**src/rtl/osr_pkg.sv**
```systemverilog
package osr_pkg;

  typedef enum logic [1:0] {
    ST_HUNT,
    ST_START,
    ST_DATA,
    ST_STOP
  } rx_state_e;

  // two-of-three vote
  function automatic logic maj3(input logic [2:0] s);
    return (s[0] & s[1]) | (s[0] & s[2]) | (s[1] & s[2]);
  endfunction

  // number of high samples in a trio
  function automatic logic [1:0] ones3(input logic [2:0] s);
    return {1'b0, s[0]} + {1'b0, s[1]} + {1'b0, s[2]};
  endfunction

  // samples disagree
  function automatic logic split3(input logic [2:0] s);
    return (s != 3'b000) && (s != 3'b111);
  endfunction

endpackage

```
**src/rtl/osr_edge_finder.sv**
```systemverilog
module osr_edge_finder #(
  parameter int QUIET = 3
) (
  input  logic clk,
  input  logic rst_n,
  input  logic tick,
  input  logic rxd,
  input  logic hist_clr,
  output logic quiet_fall,
  output logic any_fall
);
  logic [QUIET-1:0] hist;

  always_ff @(posedge clk or negedge rst_n) begin
    if (!rst_n) begin
      hist <= '0;
    end else if (tick) begin
      if (hist_clr) hist <= '0;
      else          hist <= {hist[QUIET-2:0], rxd};
    end
  end

  // low sample after QUIET high samples
  assign quiet_fall = tick && (&hist) && !rxd;
  // low sample right after a high sample
  assign any_fall   = tick && hist[0] && !rxd;

endmodule

```
**src/rtl/osr_vote3.sv**
```systemverilog
module osr_vote3 (
  input  logic       clk,
  input  logic       rst_n,
  input  logic       grab,
  input  logic       rxd,
  output logic [2:0] trio
);
  logic [1:0] cap;

  always_ff @(posedge clk or negedge rst_n) begin
    if (!rst_n)    cap <= '0;
    else if (grab) cap <= {cap[0], rxd};
  end

  // two held samples plus the live one
  assign trio = {cap, rxd};

endmodule

```
**src/rtl/osr_rx_fsm.sv**
```systemverilog
module osr_rx_fsm
  import osr_pkg::*;
#(
  parameter int OSR  = 16,
  parameter int MAXB = 9
) (
  input  logic            clk,
  input  logic            rst_n,
  input  logic            tick,
  input  logic            rxd,
  input  logic            nine_bit,
  input  logic            quiet_fall,
  input  logic            any_fall,
  output logic            hist_clr,
  output logic            xfer,
  output logic [MAXB-1:0] xfer_word,
  output logic            xfer_noise,
  output logic            reject
);
  localparam int RTW = $clog2(OSR + 1);
  localparam int BW  = $clog2(MAXB);
  localparam int MID = OSR / 2;
  localparam logic [RTW-1:0] RT_ONE = RTW'(1);
  localparam logic [RTW-1:0] RT_TWO = RTW'(2);
  localparam logic [RTW-1:0] RT_C3  = RTW'(MID - 5);
  localparam logic [RTW-1:0] RT_C5  = RTW'(MID - 3);
  localparam logic [RTW-1:0] RT_C7  = RTW'(MID - 1);
  localparam logic [RTW-1:0] RT_V8  = RTW'(MID);
  localparam logic [RTW-1:0] RT_V9  = RTW'(MID + 1);
  localparam logic [RTW-1:0] RT_V10 = RTW'(MID + 2);
  localparam logic [RTW-1:0] RT_END = RTW'(OSR);

  rx_state_e       state;
  logic [RTW-1:0]  rt;
  logic [BW-1:0]   bidx, last_idx;
  logic [MAXB-1:0] shreg, word_next;
  logic            armed, cnoise;
  logic            grab, chk_now, vote_now, stop_now, vbit;
  logic            slot_end, in_bits, late, resync;
  logic [2:0]      trio;
  logic [1:0]      n_ones;

  osr_vote3 u_vote (
    .clk  (clk),
    .rst_n(rst_n),
    .grab (grab),
    .rxd  (rxd),
    .trio (trio)
  );

  always_comb begin
    in_bits  = (state == ST_DATA) || (state == ST_STOP);
    last_idx = nine_bit ? BW'(MAXB - 1) : BW'(MAXB - 2);
    slot_end = (rt == RT_END);
    late     = (rt > RT_V10);
    grab     = tick && (((state == ST_START) && (rt == RT_C3 || rt == RT_C5)) ||
                        (in_bits && (rt == RT_V8 || rt == RT_V9)));
    chk_now  = tick && (state == ST_START) && (rt == RT_C7);
    vote_now = tick && (state == ST_DATA) && (rt == RT_V10);
    stop_now = tick && (state == ST_STOP) && (rt == RT_V10);
    n_ones   = ones3(trio);
    vbit     = maj3(trio);
    reject   = chk_now && (n_ones >= 2'd2);
    resync   = tick && armed && any_fall && in_bits && ((rt <= RT_C7) || late);
    word_next       = shreg;
    word_next[bidx] = vbit;
    xfer       = vote_now && (bidx == last_idx);
    xfer_word  = word_next;
    xfer_noise = cnoise | split3(trio);
    hist_clr   = reject;
  end

  always_ff @(posedge clk or negedge rst_n) begin
    if (!rst_n) begin
      state  <= ST_HUNT;
      rt     <= '0;
      bidx   <= '0;
      shreg  <= '0;
      cnoise <= 1'b0;
    end else if (tick) begin
      unique case (state)
        ST_HUNT: begin
          if (quiet_fall) begin
            state  <= ST_START;
            rt     <= RT_TWO;
            cnoise <= 1'b0;
          end
        end
        ST_START: begin
          if (reject) begin
            state <= ST_HUNT;
          end else begin
            if (chk_now) cnoise <= (n_ones == 2'd1);
            if (slot_end) begin
              state <= ST_DATA;
              rt    <= RT_ONE;
              bidx  <= '0;
            end else begin
              rt <= rt + RT_ONE;
            end
          end
        end
        ST_DATA: begin
          if (vote_now) begin
            shreg  <= word_next;
            cnoise <= cnoise | split3(trio);
          end
          if (resync || slot_end) begin
            rt <= resync ? RT_TWO : RT_ONE;
            if (!resync || late) begin
              if (bidx == last_idx) state <= ST_STOP;
              else                  bidx  <= bidx + BW'(1);
            end
          end else begin
            rt <= rt + RT_ONE;
          end
        end
        ST_STOP: begin
          if (stop_now)    state <= ST_HUNT;
          else if (resync) rt    <= RT_TWO;
          else             rt    <= rt + RT_ONE;
        end
        default: state <= ST_HUNT;
      endcase
    end
  end

  // realignment window opens after a bit votes 1, closes at slot 7
  always_ff @(posedge clk or negedge rst_n) begin
    if (!rst_n)                           armed <= 1'b0;
    else if (vote_now)                    armed <= vbit;
    else if (tick && (resync || rt == RT_C7 || state == ST_HUNT)) armed <= 1'b0;
  end


  hunt_to_start_chk: assert property (@(posedge clk) disable iff (!rst_n)
    (state == ST_HUNT && quiet_fall) |=> (state == ST_START && rt == RT_TWO));


  reject_to_hunt_chk: assert property (@(posedge clk) disable iff (!rst_n)
    reject |=> (state == ST_HUNT));


  resync_slot_chk: assert property (@(posedge clk) disable iff (!rst_n)
    resync |=> (rt == RT_TWO && (state == ST_DATA || state == ST_STOP)));


  hold_without_tick_chk: assert property (@(posedge clk) disable iff (!rst_n)
    !tick |=> ($stable(rt) && $stable(state)));

endmodule

```
**src/rtl/osr_uart_rx.sv**
```systemverilog
module osr_uart_rx #(
  parameter int OSR   = 16,
  parameter int MAXB  = 9,
  parameter int QUIET = 3
) (
  input  logic            clk,
  input  logic            rst_n,
  input  logic            rxd,
  input  logic            sample_tick,
  input  logic            nine_bit,
  input  logic            rx_ie,
  input  logic            rd_strobe,
  output logic [MAXB-2:0] rx_data,
  output logic            ninth_bit,
  output logic            rx_full,
  output logic            rx_noise,
  output logic            rx_irq
);
  localparam int DW = MAXB - 1;

  logic            quiet_fall, any_fall, hist_clr;
  logic            xfer, xfer_noise, reject;
  logic [MAXB-1:0] xfer_word;

  osr_edge_finder #(.QUIET(QUIET)) u_edge (
    .clk       (clk),
    .rst_n     (rst_n),
    .tick      (sample_tick),
    .rxd       (rxd),
    .hist_clr  (hist_clr),
    .quiet_fall(quiet_fall),
    .any_fall  (any_fall)
  );

  osr_rx_fsm #(.OSR(OSR), .MAXB(MAXB)) u_fsm (
    .clk       (clk),
    .rst_n     (rst_n),
    .tick      (sample_tick),
    .rxd       (rxd),
    .nine_bit  (nine_bit),
    .quiet_fall(quiet_fall),
    .any_fall  (any_fall),
    .hist_clr  (hist_clr),
    .xfer      (xfer),
    .xfer_word (xfer_word),
    .xfer_noise(xfer_noise),
    .reject    (reject)
  );

  always_ff @(posedge clk or negedge rst_n) begin
    if (!rst_n) begin
      rx_data   <= '0;
      ninth_bit <= 1'b0;
      rx_full   <= 1'b0;
      rx_noise  <= 1'b0;
    end else if (xfer) begin
      rx_data   <= xfer_word[DW-1:0];
      ninth_bit <= nine_bit ? xfer_word[MAXB-1] : xfer_word[MAXB-2];
      rx_full   <= 1'b1;
      rx_noise  <= xfer_noise;
    end else begin
      if (rd_strobe) rx_full <= 1'b0;
      if (reject)         rx_noise <= 1'b1;
      else if (rd_strobe) rx_noise <= 1'b0;
    end
  end

  assign rx_irq = rx_full & rx_ie;


  full_source_chk: assert property (@(posedge clk) disable iff (!rst_n)
    $rose(rx_full) |-> $past(xfer));


  read_empties_chk: assert property (@(posedge clk) disable iff (!rst_n)
    (rd_strobe && !xfer) |=> !rx_full);

endmodule

```
**config.mk**
```make
export PLATFORM = sky130hd
export DESIGN_NAME = osr_uart_rx
export DESIGN_NICKNAME = d
export VERILOG_FILES = /design/src/rtl/osr_pkg.sv /design/src/rtl/osr_edge_finder.sv /design/src/rtl/osr_vote3.sv /design/src/rtl/osr_rx_fsm.sv /design/src/rtl/osr_uart_rx.sv
export SDC_FILE = /design/constraint.sdc
export NUM_CORES = 1
export LEC_CHECK = 0
export ABC_CLOCK_PERIOD_IN_PS = 2300
export BUFFER_PORTS_ARGS = -buffer_cell sky130_fd_sc_hd__clkbuf_2
export CORE_MARGIN = 2
export CORE_UTILIZATION = 59
export CTS_CLUSTER_SIZE = 12
export DETAILED_ROUTE_END_ITERATION = 6
export PLACE_DENSITY = 0.79
export SYNTH_ARGS = -nofsm -noshare
export SYNTH_HDL_FRONTEND = slang
export SYNTH_SLANG_ARGS = --single-unit
```
**constraint.sdc**
```tcl
create_clock -name clk -period 2.3 [get_ports clk]
set_input_delay 0.46 -clock clk [delete_from_list [all_inputs] [get_ports clk]]
set_output_delay 0.46 -clock clk [all_outputs]
set_load 0.02 [all_outputs]
```
==> impl_metrics.py, run 1 <==
metrics = {
    "run_status": {
        "status": "finished, final reports clean",
    },
    "logic_synthesis": {
        "avgSynthCellArea_sq_um": 10.1,
        "yosysSeqAreaShare_pct": 40.8,
        "synth_fp_nets": 252,
        "synthCells": 231,
        "yosys-top-cells-area": "dfrtp_1 41%, ha_1 7.0%, mux2_2 5.8%, mux2i_1 5.2%, nand2_1 4.3%",
        "netlist.area_leader.share_pct": 40.8,
        "ys_seq_elements": 38,
        "synth-edff-count": 0,
        "synth.most_common_cell": "dfrtp_1",
        "yosysTopAreaCell": "dfrtp_1",
        "netlist_area_sq_mm": 0.00233,
        "yosysWarnings": 0,
        "ys_top_cells_by_count": "38 x dfrtp_1, 27 x nand2_1, 16 x o21ai_0, 15 x a21oi_1",
        "synth.distinct_cells": 50,
        "ys_async_sr_fraction_pct": 100,
        "synth_ff_type": "dfrtp_1",
    },
    "worst_setup_path": {
        "critical_path_class": "reg2reg",
        "cp-end-kind": "register",
        "cp_data_arrival_time_ps": 2350,
        "rrSetupSlack_ps": 130,
        "cp_max_fo": 6,
        "start_kind": "register",
        "worst_ep_required_time_ps": 2480,
    },
    "floorplanning": {
        "start_util_pct": 62.3,
        "io_pins": 19,
        "die_w_um": 66.9,
        "die_y_um": 66.9,
        "coreArea_sq_mm": 0.00374,
        "dieArea_sq_mm": 0.00447,
        "rows": 22,
    },
    "global_routing": {
        "grtUsageTotal_pct": 23.7,
        "grt_max_degree": 22,
        "grt_pass1_wl_um": 7880,
        "grt_pass1_vias": 1677,
        "overflow": 0,
        "antenna_found_initial": 0,
    },
    "clock_network": {
        "holdBufCountCts": 0,
        "post_cts_buffers": 0,
        "h-tree-depth": 2,
        "cts_buffer_depth": 2,
        "cts_made_buffers": 5,
        "clock_sinks": 38,
        "cts-resized-gates": 0,
        "cts_tree": "done",
        "cts-root-buf": "clkbuf_8",
        "clk-insertion-delay-late_ps": 290,
        "path_clk_slew_ps": 80,
    },
    "final_layout": {
        "drive_gt1_share_pct": 27.1,
        "final_nets": 287,
        "utilization_pct": 71.6,
        "syn_to_final_growth_pct": 14.9,
        "num_antenna_cells": 0,
    },
    "sta": {
        "slew_viol_final": 0,
        "fmax_mhz": 461,
        "worst_pin_slew_ps": 562,
        "timing.final.crit_share_pct": 94.4,
        "setup_viol": 0,
        "rsz0062_at_grt": "no",
        "hold_violations": 0,
        "hold_slack_ps": 19.1,
        "final.setup.tns_ps": 0,
        "fin_crit_ps": 2170,
        "max_slew_margin_pct": 62.0,
        "fin_skew_ps": 10.7,
    },
    "route": {
        "wl_um": 4760,
        "drt_iter0_drc": 147,
        "drtAntennaViolNets": 0,
        "num_vias": 1838,
        "first_pass_iters": 4,
        "viasPerCell": 5.85,
        "drc": 0,
        "routedWlPerCell_um": 15.2,
    },
    "power_and_ir_drop": {
        "p_int_uw": 1500,
        "ir_drop_mv": 0.438,
        "p_per_area_mw_per_mm2": 931,
        "clockPowerShare_pct": 17.1,
        "p_sw_share_pct": 40.1,
        "combPwrFrac_pct": 46.6,
        "p_leak_uw": 0.00124,
        "seqPwrFrac_pct": 36.2,
        "p_total_uw": 2500,
        "switchingPower_uw": 1000,
    },
    "min_path": {
        "hp-class": "in2async",
    },
    "place": {
        "gp_congestion": 0.929,
        "io_buffer_count": 18,
        "dpl.hpwl_um": 3620,
    },
    "run": {
        "maxCapViolCount": 0,
    },
}
## kinds of logic after synthesis
family	share of synthesized area (%)
AOI/OAI and AO/OA	15.2
muxes	12.6
buffers and inverters	3.22
DFF	40.8
adders and majority gates	7.83
xor gates and xnor gates	1.13
and+or+nand+nor	19.3
## per-layer routing
| metal | track usage [%] | vias up | part of all wire [%] |
|---|---|---|---|
| met5 | 0 | - | 0 |
| met3 | 4.05 | 6 | 4.7 |
| met1 | 31.9 | 895 | 45 |
| met4 | 6.89 | 0 | 1.2 |
| li1 | - | 896 | - |
| met2 | 39.4 | 41 | 49 |
## flip-flops by register name, indices dropped and copies added, names as in the netlist, 2 cells and up, named ones only
name,count
u_fsm.shreg,9
rx_data,8
u_fsm.rt,5
u_fsm.bidx,4
u_edge.hist,3
u_fsm.u_vote.cap,2
## stage by stage
step,area [sq um],worst slack [ps],instances
CTS,2660,72.0,314
global route,2680,25.4,314
floorplan,2330,193,231
finish,2680,130,314
detailed placement,2580,33.0,307
global placement,2580,141,307
## path summary, 6_finish.rpt
kind | start | end | cells past startpoint
worst max-delay path | u_fsm.rt[0] | register | 7
worst min-delay path | rst_n | async pin | 1
worst max register to register | u_fsm.rt[0] | register | 7
worst min register to register | rx_full | rx_full | 1
max in group asynchronous | rst_n | u_fsm.rt[1] | 2
min in group clk | rd_strobe | rx_full | 3
## final cells by class
| class | count | area (sq um) |
|---|---|---|
| inverter | 11 | 41.3 |
| fill | 281 | 1060 |
| timing repair buffer | 36 | 225 |
| multi-input combinational | 174 | 1320 |
| clock inverter | 2 | 10.0 |
| clock buffer | 5 | 68.8 |
| tap | 48 | 60.1 |
| sequential | 38 | 953 |
## critical path, cell delays in order (launching register included)
cell,delay (ps)
dfrtp_2,450
inv_2,80
ha_1,170
nand4bb_1,210
a221oi_2,320
o221ai_2,150
or3_1,390
mux2_4,300
## power by group through the flow
stage | sequential, uW | clock, uW | combinational (uW)
6_report | 904 | 428 | 1160
5_1_grt | 919 | 472 | 1280
4_1_cts | 897 | 436 | 1130
3_5_place_dp | 907 | 0 | 1130
3_3_place_gp | 903 | 0 | 1110
2_1_floorplan | 905 | 0 | 794
## cells in the final DEF, fill, tap and decap left out, types with 4 or more instances in the layout
master / synthesis / routed
dfrtp_1: 38 / 36
nand2_1: 27 / 27
clkbuf_2: 0 / 18
buf_4: 0 / 18
a21oi_1: 15 / 15
o21ai_0: 16 / 15
nor2_1: 13 / 13
mux2i_1: 12 / 12
mux2_2: 12 / 12
ha_1: 13 / 11
inv_1: 10 / 9
nand3_1: 8 / 8
o2bb2ai_1: 6 / 6
clkbuf_8: 0 / 5
and2_1: 4 / 4
nand3b_1: 4 / 4
Power figures use the tool's default switching activity.
==> inputs of run 2 (changes only) <==
--- a/config.mk
+++ b/config.mk
@@ -8,9 +8,11 @@
 export ABC_CLOCK_PERIOD_IN_PS = 2300
 export BUFFER_PORTS_ARGS = -buffer_cell sky130_fd_sc_hd__clkbuf_2
+export CELL_PAD_IN_SITES_DETAIL_PLACEMENT = 2
+export CELL_PAD_IN_SITES_GLOBAL_PLACEMENT = 2
 export CORE_MARGIN = 2
-export CORE_UTILIZATION = 59
+export CORE_UTILIZATION = 39
 export CTS_CLUSTER_SIZE = 12
 export DETAILED_ROUTE_END_ITERATION = 6
-export PLACE_DENSITY = 0.79
+export PLACE_DENSITY_LB_ADDON = 0.1
 export SYNTH_ARGS = -nofsm -noshare
 export SYNTH_HDL_FRONTEND = slang
==> constraint.sdc (replaced) <==
create_clock -name clk -period 2.3 [get_ports clk]
set_input_delay 0.115 -clock clk [delete_from_list [all_inputs] [get_ports clk]]
set_output_delay 0.115 -clock clk [all_outputs]
set_load 0.02 [all_outputs]
==> run 2 against run 1 <==
Effect of this change: sequential power is 0.4% lower; non-clock buffer count is 4 higher; first-iteration DRC count is 35% lower; worst setup slack worse by 49 ps; via count is 3.8% higher; wire length is 42% higher; critical path type unchanged; die area is 48% higher.
==> impl_metrics.py, run 2 (same netlist as run 1, synthesis figures left out) <==
metrics = {
    "sta": {
        "hold_violations": 0,
        "fin_crit_ps": 2220,
        "setup_slack_ps": 80.8,
        "hold_slack_ps": 121,
        "fin_skew_ps": 11.6,
        "max_slew_margin_pct": 65.5,
        "setup_viol": 0,
        "fmax_mhz": 451,
        "slew_viol_final": 0,
        "worst_pin_slew_ps": 513,
        "timing.final.crit_share_pct": 96.5,
    },
    "floorplanning": {
        "coreArea_sq_mm": 0.00585,
        "die_y_um": 81.3,
        "dieArea_sq_mm": 0.00661,
        "die_w_um": 81.3,
        "start_util_pct": 39.9,
        "io_pins": 19,
        "rows": 28,
    },
    "final_layout": {
        "multiInputGateArea_sq_mm": 0.00134,
        "largest_register_ff_count": 9,
        "stdcell_count": 346,
        "seqCellArea_sq_um": 953,
        "top_register": "u_fsm.shreg",
        "num_antenna_cells": 0,
        "fillers": 632,
        "syn_to_final_growth_pct": 19.6,
        "final_nets": 291,
        "drive_gt1_share_pct": 28.0,
        "largestRegisters": "u_fsm.shreg: 9 flops, rx_data: 8 flops, u_fsm.rt: 5 flops",
        "final_cell_mix": "36 x dfrtp_1, 27 x nand2_1, 20 x buf_4",
        "final_area_sq_mm": 0.00279,
        "final_common_cell": "dfrtp_1",
    },
    "global_routing": {
        "grt_max_degree": 39,
        "grtUsageMet1_pct": 25.3,
        "met3_usage_pct": 4.22,
        "grt_pass1_wl_um": 10900,
        "grt_pass1_vias": 2116,
        "grtUsageTotal_pct": 22.2,
        "antenna_found_initial": 0,
        "overflow": 0,
        "grt_use_met2_pct": 41.5,
        "top_usage_layer": "met2",
    },
    "route": {
        "first_pass_iters": 4,
        "num_vias": 1907,
        "drc": 0,
        "wl_um": 6740,
        "drtAntennaViolNets": 0,
        "drt_iter0_drc": 95,
        "routedWlPerCell_um": 19.5,
        "viasPerCell": 5.51,
    },
    "place": {
        "numPlacedInstances": 337,
        "dpl.hpwl_um": 4770,
        "place_area_sq_mm": 0.00264,
        "io_buffer_count": 18,
        "gp_congestion": 0.776,
        "dp_slack_ps": 36.0,
    },
    "power_and_ir_drop": {
        "p_total_uw": 2730,
        "ir_drop_mv": 0.361,
        "p_leak_uw": 0.00127,
        "p_per_area_mw_per_mm2": 980,
    },
    "run": {
        "maxCapViolCount": 0,
    },
    "worst_setup_path": {
        "reg2reg_depth": 7,
        "critical_path_class": "reg2reg",
        "cp_max_fo": 5,
        "cp-end-kind": "register",
        "start_kind": "register",
        "rrSetupSlack_ps": 80,
        "cp_data_arrival_time_ps": 2420,
        "worst_ep_required_time_ps": 2500,
        "r2r-end": "u_fsm.bidx[3]",
        "endpoint": "u_fsm.bidx[3]",
    },
    "clock_network": {
        "post_cts_buffers": 0,
        "cts_made_buffers": 5,
        "cts_tree": "done",
        "cts-root-buf": "clkbuf_8",
        "path_clk_slew_ps": 90,
        "clock_sinks": 38,
        "clk-insertion-delay-late_ps": 310,
        "cts_buffer_depth": 2,
        "h-tree-depth": 2,
    },
    "run_status": {
        "status": "finished, final reports clean",
    },
    "min_path": {
        "hp-class": "in2reg",
    },
}
run 2: repair_timing:
item                                   4_1_cts  5_1_grt
gates resized for setup                      2        7
endpoints found under the hold margin       38        0
setup endpoints to repair                    2       17
pin swaps                                    0        3
hold buffers                                 1        0
run 2: per-stage QoR:
stage	TNS (ps)	utilization, %
floorplan	0	-
global placement	0	45.1
detailed placement	0	45.1
CTS	0	47.3
global route	-45.7	47.7
finish	0	47.7
run 2: worst max-delay path: stages, from the launching register on:
cell and delay, ps:
dfrtp_2 450, inv_1 110, ha_1 210, buf_4 150, mux2_2 320, a211o_1 320, or2_1 280, o311ai_2 270
run 2: layout make-up:
type                    count  share of cell area, %
repair buffers             40                   9.38
well taps                  75                   3.36
inverters                  11                   1.48
flip-flops and latches     38                   34.2
multi-input cells         174                   48.2
clock inverters             2                  0.449
clock buffers               6                   2.96
run 2: report_power, final:
group	internal [uW]	switching (uW)
clock network	242	273
registers	783	117
logic	559	759
run 2: how the worst min path moves through the flow:
| stage | from | endpoint | slack [ps] | cells past startpoint |
|---|---|---|---|---|
| after floorplan | rst_n | async pin | -180 | 0 |
| after global placement | rst_n | u_fsm.rt[3] | 200 | 2 |
| after detailed placement | rst_n | u_fsm.rt[3] | 210 | 2 |
| after CTS | rd_strobe | rx_full | 110 | 3 |
| after global routing | rxd | u_edge.hist[0] | 140 | 3 |
| final | rd_strobe | rx_full | 120 | 3 |
run 2: metal layers:
layer  share of wire (%)  vias to the layer above
met5                   0                        -
met4                 1.2                        0
met3                 1.8                        8
met2                  55                       20
met1                  42                      974
li1                    -                      905
